### src/rtl/quad_audio_bus_master.sv
module quad_audio_bus_master #(
  parameter int CH_BITS     = 16,
  parameter int PERIOD_BITS = 144,
  parameter int DIV_HALF    = 2
) (
  input  logic               clk,
  input  logic               rst,
  input  logic               sdi_i,
  output logic               bclk_o,
  output logic               id_o,
  output logic               sdo_o,
  output logic [CH_BITS-1:0] rx_ch0_o,
  output logic [CH_BITS-1:0] rx_ch1_o,
  output logic [CH_BITS-1:0] rx_ch2_o,
  output logic [CH_BITS-1:0] rx_ch3_o,
  output logic               rx_valid_o,
  input  logic [CH_BITS-1:0] tst_ch0_i,
  input  logic [CH_BITS-1:0] tst_ch1_i,
  input  logic [CH_BITS-1:0] tst_ch2_i,
  input  logic [CH_BITS-1:0] tst_ch3_i
);
  localparam int FB = 4 * CH_BITS;
  localparam int CW = $clog2(PERIOD_BITS);
  localparam int DW = (DIV_HALF > 1) ? $clog2(DIV_HALF) : 1;

  logic [DW-1:0] div_q;
  logic          bclk_q;
  logic [CW-1:0] slot_q;
  logic [FB-1:0] rx_sr, rx_hold, tx_sr;
  logic          vld_q;

  wire tick      = div_q == DW'(DIV_HALF - 1);
  wire rise      = tick & ~bclk_q;
  wire fall      = tick & bclk_q;
  wire in_data   = slot_q < CW'(FB);
  wire last_slot = slot_q == CW'(PERIOD_BITS - 1);
  wire [FB-1:0] rx_next = {rx_sr[FB-2:0], sdi_i};

  always_ff @(posedge clk) begin
    if (rst) begin
      div_q   <= '0;
      bclk_q  <= 1'b0;
      slot_q  <= CW'(PERIOD_BITS - 1);
      rx_sr   <= '0;
      rx_hold <= '0;
      tx_sr   <= '0;
      vld_q   <= 1'b0;
    end else begin
      vld_q <= 1'b0;
      div_q <= tick ? '0 : div_q + 1'b1;
      if (tick) bclk_q <= ~bclk_q;
      if (rise && in_data) begin
        rx_sr <= rx_next;
        if (slot_q == CW'(FB - 1)) begin
          rx_hold <= rx_next;
          vld_q   <= 1'b1;
        end
      end
      if (fall) begin
        slot_q <= last_slot ? '0 : slot_q + 1'b1;
        tx_sr  <= last_slot ? {tst_ch0_i, tst_ch1_i, tst_ch2_i, tst_ch3_i}
                            : {tx_sr[FB-2:0], 1'b0};
      end
    end
  end

  assign bclk_o     = bclk_q;
  assign id_o       = slot_q == CW'(FB);
  assign sdo_o      = in_data & tx_sr[FB-1];
  assign rx_valid_o = vld_q;
  assign rx_ch0_o   = rx_hold[4*CH_BITS-1:3*CH_BITS];
  assign rx_ch1_o   = rx_hold[3*CH_BITS-1:2*CH_BITS];
  assign rx_ch2_o   = rx_hold[2*CH_BITS-1:CH_BITS];
  assign rx_ch3_o   = rx_hold[CH_BITS-1:0];


  valid_single_chk: assert property (@(posedge clk) disable iff (rst)
    rx_valid_o |=> !rx_valid_o);

  valid_on_rise_chk: assert property (@(posedge clk) disable iff (rst)
    rx_valid_o |-> $rose(bclk_o));

  id_on_fall_chk: assert property (@(posedge clk) disable iff (rst)
    $rose(id_o) |-> $fell(bclk_o));

  sdo_quiet_chk: assert property (@(posedge clk) disable iff (rst)
    id_o |-> !sdo_o);

  id_valid_apart_chk: assert property (@(posedge clk) disable iff (rst)
    !(id_o && rx_valid_o));
endmodule

### config.mk
export PLATFORM = sky130hd
export DESIGN_NAME = quad_audio_bus_master
export DESIGN_NICKNAME = d
export VERILOG_FILES = /design/src/rtl/quad_audio_bus_master.sv
export SDC_FILE = /design/constraint.sdc
export NUM_CORES = 1
export LEC_CHECK = 0
export BUFFER_PORTS_ARGS = -buffer_cell sky130_fd_sc_hd__buf_4
export CELL_PAD_IN_SITES_DETAIL_PLACEMENT = 0
export CELL_PAD_IN_SITES_GLOBAL_PLACEMENT = 1
export CORE_AREA = 2 2 151 153
export DETAILED_ROUTE_END_ITERATION = 6
export DIE_AREA = 0 0 153 155
export PLACE_DENSITY_LB_ADDON = 0.1
export SYNTH_ARGS = -nofsm -noshare
export SYNTH_HDL_FRONTEND = slang
export SYNTH_SLANG_ARGS = --single-unit
export TNS_END_PERCENT = 5
### constraint.sdc
create_clock -name clk -period 1.9 [get_ports clk]
set_clock_uncertainty 0.1 [all_clocks]
set_input_delay 0.38 -clock clk [delete_from_list [all_inputs] [get_ports clk]]
set_output_delay 0.38 -clock clk [all_outputs]
set_load 0.03 [all_outputs]
==> impl.org, run 1 <==
** Synth
- The cell count after synthesis came out at 977.
- Main synth FF type :: sky130_fd_sc_hd__dfxtp_1
- Count of unique library cells instantiated by Yosys :: 32
- After synthesis, the share of flip-flops with an asynchronous set or reset is 0%.
- Post-synthesis net count :: 1046
- The average instance in the mapped netlist occupies 8.29 um2.
- For this run, the number of Yosys warnings is 0.
- Yosys mapped a number of flops with a built-in enable equal to 0.
- Sequential cells were found to cover 49.9% of the synthesized design area.
- Synth Register Bits :: 202
- Summed instance area of the synthesized netlist :: 0.00810 mm2

** Die
- Initial core utilization :: 36.4%
- Row count :: 55
- Floorplan die height :: 155 um
- The floorplan step set the die width to 153 um.
- Overall die area :: 0.0237 mm2
- After floorplanning, the core was sized to cover 0.0222 mm2.
- For this design the top-level I/O count stands at 135.

** Layout
- 0 antenna diodes ended up in the layout.
- Most common library cell in the layout ignoring fill and taps :: sky130_fd_sc_hd__nand2_1
- Fraction of final layout cells sized beyond drive strength 1 :: 18.9%
- Once layout is done, the placed cells without fillers occupy 0.0102 mm2.
- Leading cell types in the layout, fill and taps excluded :: sky130_fd_sc_hd__nand2_1, sky130_fd_sc_hd__dfxtp_1, sky130_fd_sc_hd__buf_4
- From synthesis to final layout, the design area changed by 25.7%.
- FILL cells :: 2275
- The net count of the finished layout is 1146.

** Worst setup path
- Worst setup startpoint :: slot_q[0]
- Depth of the most critical reg-to-reg path :: 4
- Worst reg2reg setup slack :: 0.05 ns
- Arrival time at the worst endpoint :: 1.56 ns
- The critical path in this run is classified as reg2out.
- The worst register-to-register path ends at rx_hold[47].
- The worst register-to-register path begins at slot_q[7].
- CP Capture Type :: primary output
- The largest single stage delay on the critical path is 0.34 ns.
- Along the worst path, the maximum fanout reaches 5.
- The worst setup path is launched from a flop.
- Traced cell by cell, the critical path runs through inv_1, ha_2, nand3_2, nor4_4, buf_4.
- STA puts the critical path data required time at 1.42 ns.
- Among all stages on the critical path, the largest delay is contributed by sky130_fd_sc_hd__dfxtp_2.

** Global route
- In the global route stage, overall resource usage came out at 16.0%.
- Vias in the first global route :: 6549
- The first global-routing pass estimated 32500 um of wire.
- The number of antenna violations at the first check in global routing came to 0.
- Global routing finished with a remaining overflow of 0.
- Entering global routing, the biggest net connects 74 pins.

** Power
- In this run the static leakage power is 3.44 nW.
- The design draws 0.00935 W.
- Power density relative to cell area :: 919 mW/mm2
- Max VDD drop :: 0.496 mV

** Placed design
- The congestion estimate from routability-driven global placement came to 0.738.
- Summed over all nets, the half-perimeter wirelength after detailed placement is 11400 um.
- Input/output buffers :: 134
- Total cell area at the placement stage :: 0.00941 mm2

** CTS
- # hold bufs at CTS :: 0
- Register clock-pin slew on the reported worst setup and hold paths :: 0.06 ns
- Master cell of the clock root buffer :: sky130_fd_sc_hd__clkbuf_16
- Total clock sinks :: 202
- In this run the number of H-tree levels came out at 1.
- Clock insertion delay at the later pin of the skew report :: 0.50 ns
- Once the clock tree was built, the setup fixing pass inserted 0 buffers.
- Buffers inserted during clock tree synthesis total 24.
- Clock tree from TritonCTS :: done
- Number of buffers on the longest clock path :: 3

** Run status
- The flow ran to the end, but the final reports show violations.
- Violated checks :: setup timing

** Worst hold path
- Hold path start :: tst_ch2_i[10]
- Hold Path Cell Cnt :: 3
- Hold Path Class :: in2reg
- Hold Path End :: tx_sr[26]

** Route
- Detailed-route via count :: 6865
- Before antenna repair, the detailed router went through 4 iterations.
- The final layout contains routed wiring with a total length of 19400 um.
- For this block, the initial DRC count from the detailed router was 288.
- In the routed layout, each cell is associated on average with a via count of 4.99.
- The detail route stage leaves a number of antenna-violating nets equal to 0.
- Average detailed-routed wire length per instance :: 14.1 um
- For this run, design rule violations remaining after detail routing come to 0.

** Timing
- Headroom to the max-slew limit came out at 52.5%.
- Final count of hold timing violations :: 0
- For this run, the top clock speed supported by timing is 0.491 GHz.
- Setup violations remaining at the end of the flow were counted as 1.
- Setup repair after global routing could not meet its margin everywhere.
- Setup slack on the critical path of the routed design comes to -0.137 ns.
- Counting I/O delays and the setup requirement, the final critical path takes 2.04 ns.
- Max-slew violation total from the final report :: 0
- At the pin with the least slew margin, the transition time is 0.712 ns.
- Part of the cycle the worst path needs :: 107%

** Flow run
- Maximum Capacitance Violations :: 0
==> through the flow <==
step                instances  setup TNS, ns  hold slack [ns]  setup WS [ns]  util, %
floorplan                 977              0            0.334         0.0564        -
global placement         1336              0            0.343         0.0833     42.3
detailed placement       1336              0            0.347         0.0298     42.3
CTS                      1375         -0.321           0.0184         -0.173     45.7
global route             1375          -1.59           0.0122         -0.225     45.8
finish                   1375         -0.137           0.0334         -0.137     45.8
==> how the worst max path moves through the flow <==
stage / end / slack, ns / depth (start not counted)
floorplan: rx_hold[10] / 0.06 / 6
global placement: rx_hold[19] / 0.08 / 4
detailed placement: rx_hold[47] / 0.03 / 4
CTS: id_o / -0.17 / 5
global route: id_o / -0.22 / 5
finish: id_o / -0.14 / 5
==> Yosys cell counts (2+ instances only) <==
master	n	area share, %
sky130_fd_sc_hd__buf_1	5	0.23
sky130_fd_sc_hd__inv_1	4	0.19
sky130_fd_sc_hd__nand4_1	63	4.9
sky130_fd_sc_hd__buf_2	9	0.56
sky130_fd_sc_hd__nor4_1	2	0.15
sky130_fd_sc_hd__a21oi_1	70	4.3
sky130_fd_sc_hd__dfxtp_1	202	50
sky130_fd_sc_hd__buf_6	2	0.28
sky130_fd_sc_hd__and3_1	2	0.15
sky130_fd_sc_hd__nand2_1	384	18
sky130_fd_sc_hd__clkbuf_1	65	3.0
sky130_fd_sc_hd__nand3_1	7	0.43
sky130_fd_sc_hd__a32oi_1	2	0.22
sky130_fd_sc_hd__or4_1	4	0.37
sky130_fd_sc_hd__o211ai_1	64	5.9
sky130_fd_sc_hd__buf_12	6	1.5
sky130_fd_sc_hd__ha_1	2	0.31
sky130_fd_sc_hd__o31ai_1	4	0.37
sky130_fd_sc_hd__nor2_1	4	0.19
sky130_fd_sc_hd__mux2i_1	64	7.9
==> sequential cells by signal (all words and copies together) (netlist names) <==
name	flops
tx_sr	64
rx_hold	64
rx_valid_o	1
bclk_o	1
div_q	1
rx_sr	63
slot_q	8
==> power breakdown <==
group	internal (W)	leakage [nW]	switching, W	total, W
Combinational	0.000268	1.46	0.000477	0.000745
Sequential	0.00429	1.63	0.0000338	0.00433
Clock	0.00258	0.355	0.00170	0.00428
==> layout make-up <==
| class | instances | area, um2 | area share, % |
|---|---|---|---|
| inverter | 4 | 17.5 | 0.172 |
| tap | 285 | 357 | 3.50 |
| timing repair buffer | 161 | 1370 | 13.4 |
| multi-input combinational | 684 | 3660 | 36.0 |
| sequential | 202 | 4050 | 39.8 |
| clock buffer | 39 | 728 | 7.16 |
==> kinds of logic (layout without fill, tap and decap cells) <==
group / count (synthesis) / count (layout) / synth area share, %
adders and majority gates: 2 / 2 / 0.309
and+or+nand+nor: 474 / 474 / 24.9
xor gates and xnor gates: 2 / 2 / 0.216
buffers and inverters: 91 / 204 / 5.75
muxes: 64 / 64 / 7.91
AOI/OAI and AO/OA: 142 / 142 / 11.0
DFF: 202 / 202 / 49.9
==> per-layer routing <==
metal | part of all wire [%] | GRT usage [%]
met4 | 1.6 | 3.92
met3 | 5.0 | 3.51
met1 | 49 | 22.2
met5 | 0 | 0
met2 | 45 | 25.5
==> worst max-delay path: cells and delay by family, from the launching register on <==
family / cells / cell delay [ns]
buffers and inverters: 2 / 0.27
DFF: 1 / 0.34
and+or+nand+nor: 2 / 0.28
adders and majority gates: 1 / 0.17
==> timing repair <==
item / CTS / global route
gates cloned: 0 / 0
pin swaps: 0 / 1
hold endpoints to repair: 0 / 0
resized for setup: 3 / 5
setup endpoints to repair: 2 / 46
(Power assumes the default switching activity.)
==> run 2: changes to the inputs <==
CORE_AREA = 2 2 124 187   (was 2 2 151 153)
DIE_AREA = 0 0 126 189   (was 0 0 153 155)
GPL_TIMING_DRIVEN = 0   (was default)
==> run 2 against run 1 <==
Compared with the run above: the flow still finishes with violations (setup timing); combinational power decreased by 4.6%; worst setup slack improved by 0.0089 ns; total power decreased by 3.5%; sequential share of layout area decreased by 0.24 points; fmax increased by 0.44%; worst hold slack improved by 0.0015 ns; final area increased by 0.66%; wire length increased by 4.3%; critical endpoint unchanged; largest power group unchanged; highest routed layer unchanged.
==> impl.org, run 2 (synthesis results as in run 1) <==
** Run status
- Run status :: complete, but fails checks
- The checks that failed: setup timing.

** Global route
- The first global-routing pass estimated 33700 um of wire.
- Largest net degree at the start of global routing :: 14
- GRT Total Usage :: 16.7%
- Vias in the first global route :: 6891
- Total congestion overflow after global routing :: 0
- The number of antenna violations at the first check in global routing was 0.

** Timing
- Peak clock frequency supported by timing :: 0.493 GHz
- Setup repair after global routing missed its margin :: true
- The tightest hold path in the finished design has a slack of 0.0349 ns.
- The number of pins with negative max-slew slack in the final report is 0.
- The number of hold-slack violations in the final timing report was 0.
- Slew headroom :: 61.2%
- Post-route minimum period :: 2.03 ns
- Setup violations remaining at the end of the flow were counted as 1.
- Part of the cycle the worst path needs :: 107%
- Across all setup checks in the final design, the least slack found is -0.129 ns.
- Transition time at the pin with the least slew margin :: 0.582 ns

** Placed design
- In this run the tool buffered the top-level ports with 134 buffer cells.
- Timing analysis after detailed placement gives a worst setup slack of -0.402 ns.
- In this run the cell area measured after placement is 0.00946 mm2.
- Final GP Congestion :: 0.744
- Once detailed placement completed, the half-perimeter wirelength came to 14600 um.

** Layout
- Final core utilization :: 46.3%
- The multi-input combinational cells in the finished layout cover a total of 0.00363 mm2.
- NumNets Final :: 1206
- Most common library cell in the layout ignoring fill and taps :: sky130_fd_sc_hd__nand2_1
- The area growth from synthesis to layout is 26.5%.
- The largest registers in the layout are rx_hold: 64 flops, tx_sr: 64 flops, rx_sr: 63 flops.
- Sequential standard cell area :: 0.00405 mm2
- The repair_antennas step left the layout with diodes totalling 0.
- After routing the design area is 0.0102 mm2.
- Fraction of final layout cells sized beyond drive strength 1 :: 19.9%
- FILL cells :: 2302
- Leading cell types in the layout, fill and taps excluded :: sky130_fd_sc_hd__nand2_1, sky130_fd_sc_hd__dfxtp_1, sky130_fd_sc_hd__buf_4

** Worst hold path
- Counting instances, the worst hold path has a depth of 3.
- The tightest min-delay check is of the in2reg type.
- Hold Path End :: tx_sr[21]
- Hold path start :: tst_ch2_i[5]

** Die
- For this design the top-level I/O count stands at 135.
- Initial core utilization :: 36.6%
- Floorplan Core Area :: 0.0221 mm2
- The floorplan step defined a die boundary enclosing 0.0238 mm2.
- X dimension of the die :: 126 um
- The initialized floorplan defines 67 standard-cell rows.
- The die is 189 um tall.

** Worst setup path
- Data arrives at the worst endpoint at 1.55 ns.
- Data on the critical path is required at its endpoint by 1.42 ns.
- Worst reg2reg setup slack :: 0.01 ns
- CP Capture Type :: primary output
- In this run the worst path has a maximum fanout of 5.
- The worst setup path is launched from a flop.
- The worst register-to-register path has a depth of 6.
- The worst register-to-register path ends at rx_hold[6].
- In this run the critical register-to-register path is launched from bclk_o.
- Category of the critical setup timing path :: reg2out

** Power
- The clock network burns 44.1% of the power.
- Internal power contribution :: 0.00687 W
- Max VDD drop :: 0.578 mV
- Leak Pwr :: 3.52 nW
- Sequential cells account for 48.0% of the total power.
- Switching power summed over all nets :: 0.00215 W
- In this run, the combinational gates consume 7.9% of the power.
- Power density relative to cell area :: 881 mW/mm2
- Switching Fraction :: 23.9%

** Route
- Detailed router's first-iteration violation count :: 298
- DRC violation count after routing :: 0
- Detailed-route via count :: 7001
- Average detailed-routed wire length per instance :: 14.2 um
- Once detail routing completed, the nets flagged for antenna violations numbered 0.
- Average vias per placed instance :: 4.92
- Total iterations of the first detailed-routing run :: 4
- Final wirelength :: 20200 um

** CTS
- TritonCTS built the clock tree.
- The cell sitting at the root of the clock tree is a sky130_fd_sc_hd__clkbuf_16.
- Total clock sinks :: 202
- Number of buffers on the longest clock path :: 3
- TritonCTS created 21 clock buffers.
- Clock insertion delay at the later pin of the skew report :: 0.50 ns
- After clock tree synthesis, the clock-pin slew on the worst setup and hold paths is 0.06 ns.
- # H-tree levels :: 1

** Flow run
- Max-cap violations in this run came to 0.
==> run 2: cell types whose count changed in the layout (fill, tap and decap cells not counted), sizes merged <==
cell	change
bufinv	+1
inv	+1
buf	+5
clkbuf	+47
clkinv	+2
==> run 2: layout make-up <==
class | count | area share (%)
plain buffers | 87 | 5.14
clock buffers | 28 | 5.88
clock inverters | 4 | 0.476
inverters | 4 | 0.147
multi-input cells | 684 | 35.4
flip-flops and latches | 202 | 39.5
well taps | 276 | 3.37
repair buffers | 137 | 10.0
==> run 2: routing by layer <==
metal / up-vias / routed length, um / track usage, %
li1: 3641 / - / -
met1: 3210 / 8590 / 19.7
met2: 126 / 10300 / 30.8
met3: 24 / 1070 / 3.50
met4: 0 / 329 / 4.10
met5: - / 0 / 0
==> run 2: worst max-delay path, stage by stage (launching register included) <==
cell and delay, ns:
sky130_fd_sc_hd__dfxtp_2 0.34, sky130_fd_sc_hd__inv_1 0.06, sky130_fd_sc_hd__ha_1 0.14, sky130_fd_sc_hd__nand3_1 0.11, sky130_fd_sc_hd__nor4_4 0.19, sky130_fd_sc_hd__buf_4 0.21
==> run 2: power by group through the flow <==
stage	Clock [W]	Combinational (W)	Sequential (W)
6_report	0.00398	0.000711	0.00433
5_1_grt	0.00428	0.000790	0.00433
4_1_cts	0.00412	0.000720	0.00433
3_5_place_dp	0	0.000681	0.00442
3_3_place_gp	0	0.000685	0.00442
2_1_floorplan	0	0.000394	0.00442
==> run 2: worst max-delay path by stage <==
stage	startpoint	end	slack (ns)	cells after the start
6_report	slot_q[0]	id_o	-0.13	5
5_1_grt	slot_q[6]	id_o	-0.21	4
4_1_cts	slot_q[0]	id_o	-0.19	5
3_5_place_dp	div_q	rx_sr[14]	-0.40	5
3_3_place_gp	div_q	rx_sr[14]	-0.40	5
2_1_floorplan	bclk_o	rx_hold[10]	0.06	6
==> run 2: timing repair <==
item                                    4_1_cts  5_1_grt
gates cloned                                  0        0
setup buffers                                 3        0
hold endpoints to repair                      0        0
endpoints found under the setup margin      187      187
hold buffers                                  0        0
gates resized for setup                      42       30
==> run 2: through the flow <==
step                      power [W]  TNS (ns)  cells
after floorplan             0.00481         0    977
after global placement      0.00510    -42.23   1387
after detailed placement    0.00510    -47.47   1387
after CTS                   0.00917    -0.275   1422
after global routing        0.00940     -4.71   1422
final                       0.00902    -0.129   1422
==> run 3: changes to the inputs <==
clock period = 1.8 ns   (was 1.9 ns; I/O delays follow)
==> run 3 against run 2 <==
Compared with the run above: the flow still finishes with violations (setup timing); sequential share of layout area shrank 0.27 points; cell count grew 0.77%; worst setup slack gained 0.041 ns; highest routed layer unchanged; final area grew 0.96%; non-clock buffer count grew 5; combinational power grew 10%; flip-flop and latch count is the same; global-route usage grew 0.074 points; register-to-register slack lost 0.09 ns.
==> impl.org, run 3 (synthesis results as in run 1) <==
** Placed design
- Final GP Congestion :: 0.730
- Total cell area at the placement stage :: 0.00946 mm2
- After detailed placement, the design holds a cell count of 1387.
- DPL Wire Length :: 14700 um
- Buffers placed on the I/O ports in this run total 134.

** CTS
- In this run, post-CTS hold repair placed 0 buffers.
- Total clock sinks :: 202
- Number of buffers on the longest clock path :: 3
- Master cell of the clock root buffer :: sky130_fd_sc_hd__clkbuf_16
- Register clock-pin slew on the reported worst setup and hold paths :: 0.06 ns
- In this run, CTS created clock tree buffers numbering 21.
- TritonCTS built the clock tree.
- CTS built an H-tree with a depth of 1.
- The later pin in the worst-skew pair is clocked with a latency of 0.50 ns.

** Worst setup path
- Depth of the most critical reg-to-reg path :: 6
- Arrival time at the worst endpoint :: 1.43 ns
- Of all nets on the critical path, the largest fanout is 2.
- The setup path with the least slack is of type reg2out.
- CP Capture Type :: primary output
- STA classifies the critical path startpoint as a flop.
- Crit Reg-Reg Endpoint :: rx_hold[49]
- Worst reg2reg setup slack :: -0.08 ns
- Launch point of the worst reg-to-reg path :: slot_q[6]
- Data required time of the worst path :: 1.34 ns

** Power
- IR analysis of the VDD net gives a maximum drop of 0.548 mV.
- Power density relative to cell area :: 904 mW/mm2
- Leak Pwr :: 3.53 nW
- Total power for the finished layout comes to 0.00935 W.

** Timing
- Transition time at the pin with the least slew margin :: 0.560 ns
- Setup violations remaining at the end of the flow were counted as 67.
- Max-slew violation total from the final report :: 0
- Post-route minimum period :: 1.89 ns
- Slew headroom :: 62.6%
- Peak clock frequency supported by timing :: 0.530 GHz
- Final count of hold timing violations :: 0
- Setup repair after global routing missed its margin :: true
- Once routing completed, OpenROAD measured the worst setup slack at -0.0879 ns.
- Part of the cycle the worst path needs :: 105%

** Global route
- Met3 Usage GRT :: 3.22%
- The via count of the first global-routing pass came to 6830.
- Global routing finished with a remaining overflow of 0.
- Number of antenna violations at the first check in global routing :: 0
- Global routing used 16.8% of the available tracks.
- met2 is the most crowded layer.
- The first global-routing pass estimated 33900 um of wire.
- Global routing consumed, on the met1 layer, 19.6% of the routing resources.
- Entering global routing, the biggest net connects 14 pins.
- Met2 GRT Util :: 31.3%

** Worst hold path
- Hold path start :: tst_ch2_i[5]
- Hold Path End :: tx_sr[21]
- Counting instances, the worst hold path has a depth of 3.
- The min-delay analysis places its worst path in the category in2reg.

** Route
- For this run, the detailed router's first-pass iteration total came to 4.
- The count of nets left with antenna violations once routing finished came out at 0.
- Final wirelength :: 20500 um
- The detailed router placed 7065 vias in this run.
- Average detailed-routed wire length per instance :: 14.3 um
- For this block, the initial DRC count from the detailed router was 263.
- DRC violation count after routing :: 0
- Average vias per placed instance :: 4.93

** Layout
- The largest registers in the layout are rx_hold: 64 flops, tx_sr: 64 flops, rx_sr: 63 flops.
- Post-route standard cell area excluding fillers :: 0.0103 mm2
- Synthesis-to-finish area growth :: 27.7%
- The post-route netlist has 20.7% of its cells at a drive strength greater than 1.
- NumNets Final :: 1211
- Leaving out fill and tap cells, the most frequent cells in the layout are sky130_fd_sc_hd__nand2_1, sky130_fd_sc_hd__dfxtp_1, sky130_fd_sc_hd__buf_4.
- Final cell count without fillers :: 1433
- The repair_antennas step left the layout with diodes totalling 0.
- Leaving out fill and tap cells, the most frequent cell in the layout is sky130_fd_sc_hd__nand2_1.

** Die
- X dimension of the die :: 126 um
- The floorplan has 67 rows.
- In this run the count of I/O pins placed on the die edge is 135.
- The initial utilization of the core area, before any placement, comes to 36.6%.
- Floorplan die height :: 189 um
- Overall die area :: 0.0238 mm2
- The region available for standard cell placement spans 0.0221 mm2.

** Run status
- Violated checks :: setup timing
- Run status :: complete, but fails checks

** Flow run
- The tool flagged a number of max-cap violations equal to 0.
-- run 3: final cells by class --
class	instances	area, um2
tap	276	345
multi-input combinational	684	3670
clock buffer	31	573
clock inverter	7	42.5
buffer	87	559
fill	2351	11800
sequential	202	4060
timing repair buffer	142	1070
inverter	4	15.0
-- run 3: power by group --
part	switching [W]	internal, W	total, W
sequential	0.0000391	0.00453	0.00457
combinational	0.000504	0.000277	0.000782
clock	0.00178	0.00222	0.00400
-- run 3: worst max-delay path, stage by stage, from the launching register on --
cell	delay, ns
sky130_fd_sc_hd__dfxtp_2	0.32
sky130_fd_sc_hd__inv_2	0.06
sky130_fd_sc_hd__ha_4	0.13
sky130_fd_sc_hd__nand3_4	0.07
sky130_fd_sc_hd__nor4_4	0.17
sky130_fd_sc_hd__buf_6	0.17
-- run 3: worst max-delay path by stage --
| stage | start | end | slack, ns |
|---|---|---|---|
| 4_1_cts | slot_q[1] | id_o | -0.28 |
| 5_1_grt | slot_q[1] | id_o | -0.19 |
| 2_1_floorplan | bclk_o | rx_hold[10] | -0.006 |
| 3_3_place_gp | div_q | rx_sr[14] | -0.54 |
| 3_5_place_dp | div_q | rx_sr[52] | -0.55 |
| 6_report | slot_q[1] | id_o | -0.09 |
-- run 3: timing repair --
| action | CTS | global route |
|---|---|---|
| buffers inserted | 4 | 4 |
| pin swaps | 3 | 3 |
| setup endpoints to repair | 192 | 187 |
| gates resized for setup | 69 | 19 |
-- run 3: layer usage --
metal | up-vias | routed length (um)
met3 | 19 | 950
li1 | 3653 | -
met4 | 0 | 260
met1 | 3279 | 8590
met2 | 114 | 10700
met5 | - | 0
-- run 3: per-stage QoR --
step                util [%]  setup WS, ns  hold slack [ns]  setup TNS (ns)
floorplan                  -      -0.00566            0.334          -0.340
global placement        42.7        -0.544            0.344          -64.79
detailed placement      42.7        -0.552            0.349          -67.31
CTS                     46.4        -0.280         0.000150           -7.24
global route            46.7        -0.187          0.00574          -16.00
finish                  46.7       -0.0879           0.0165           -3.83
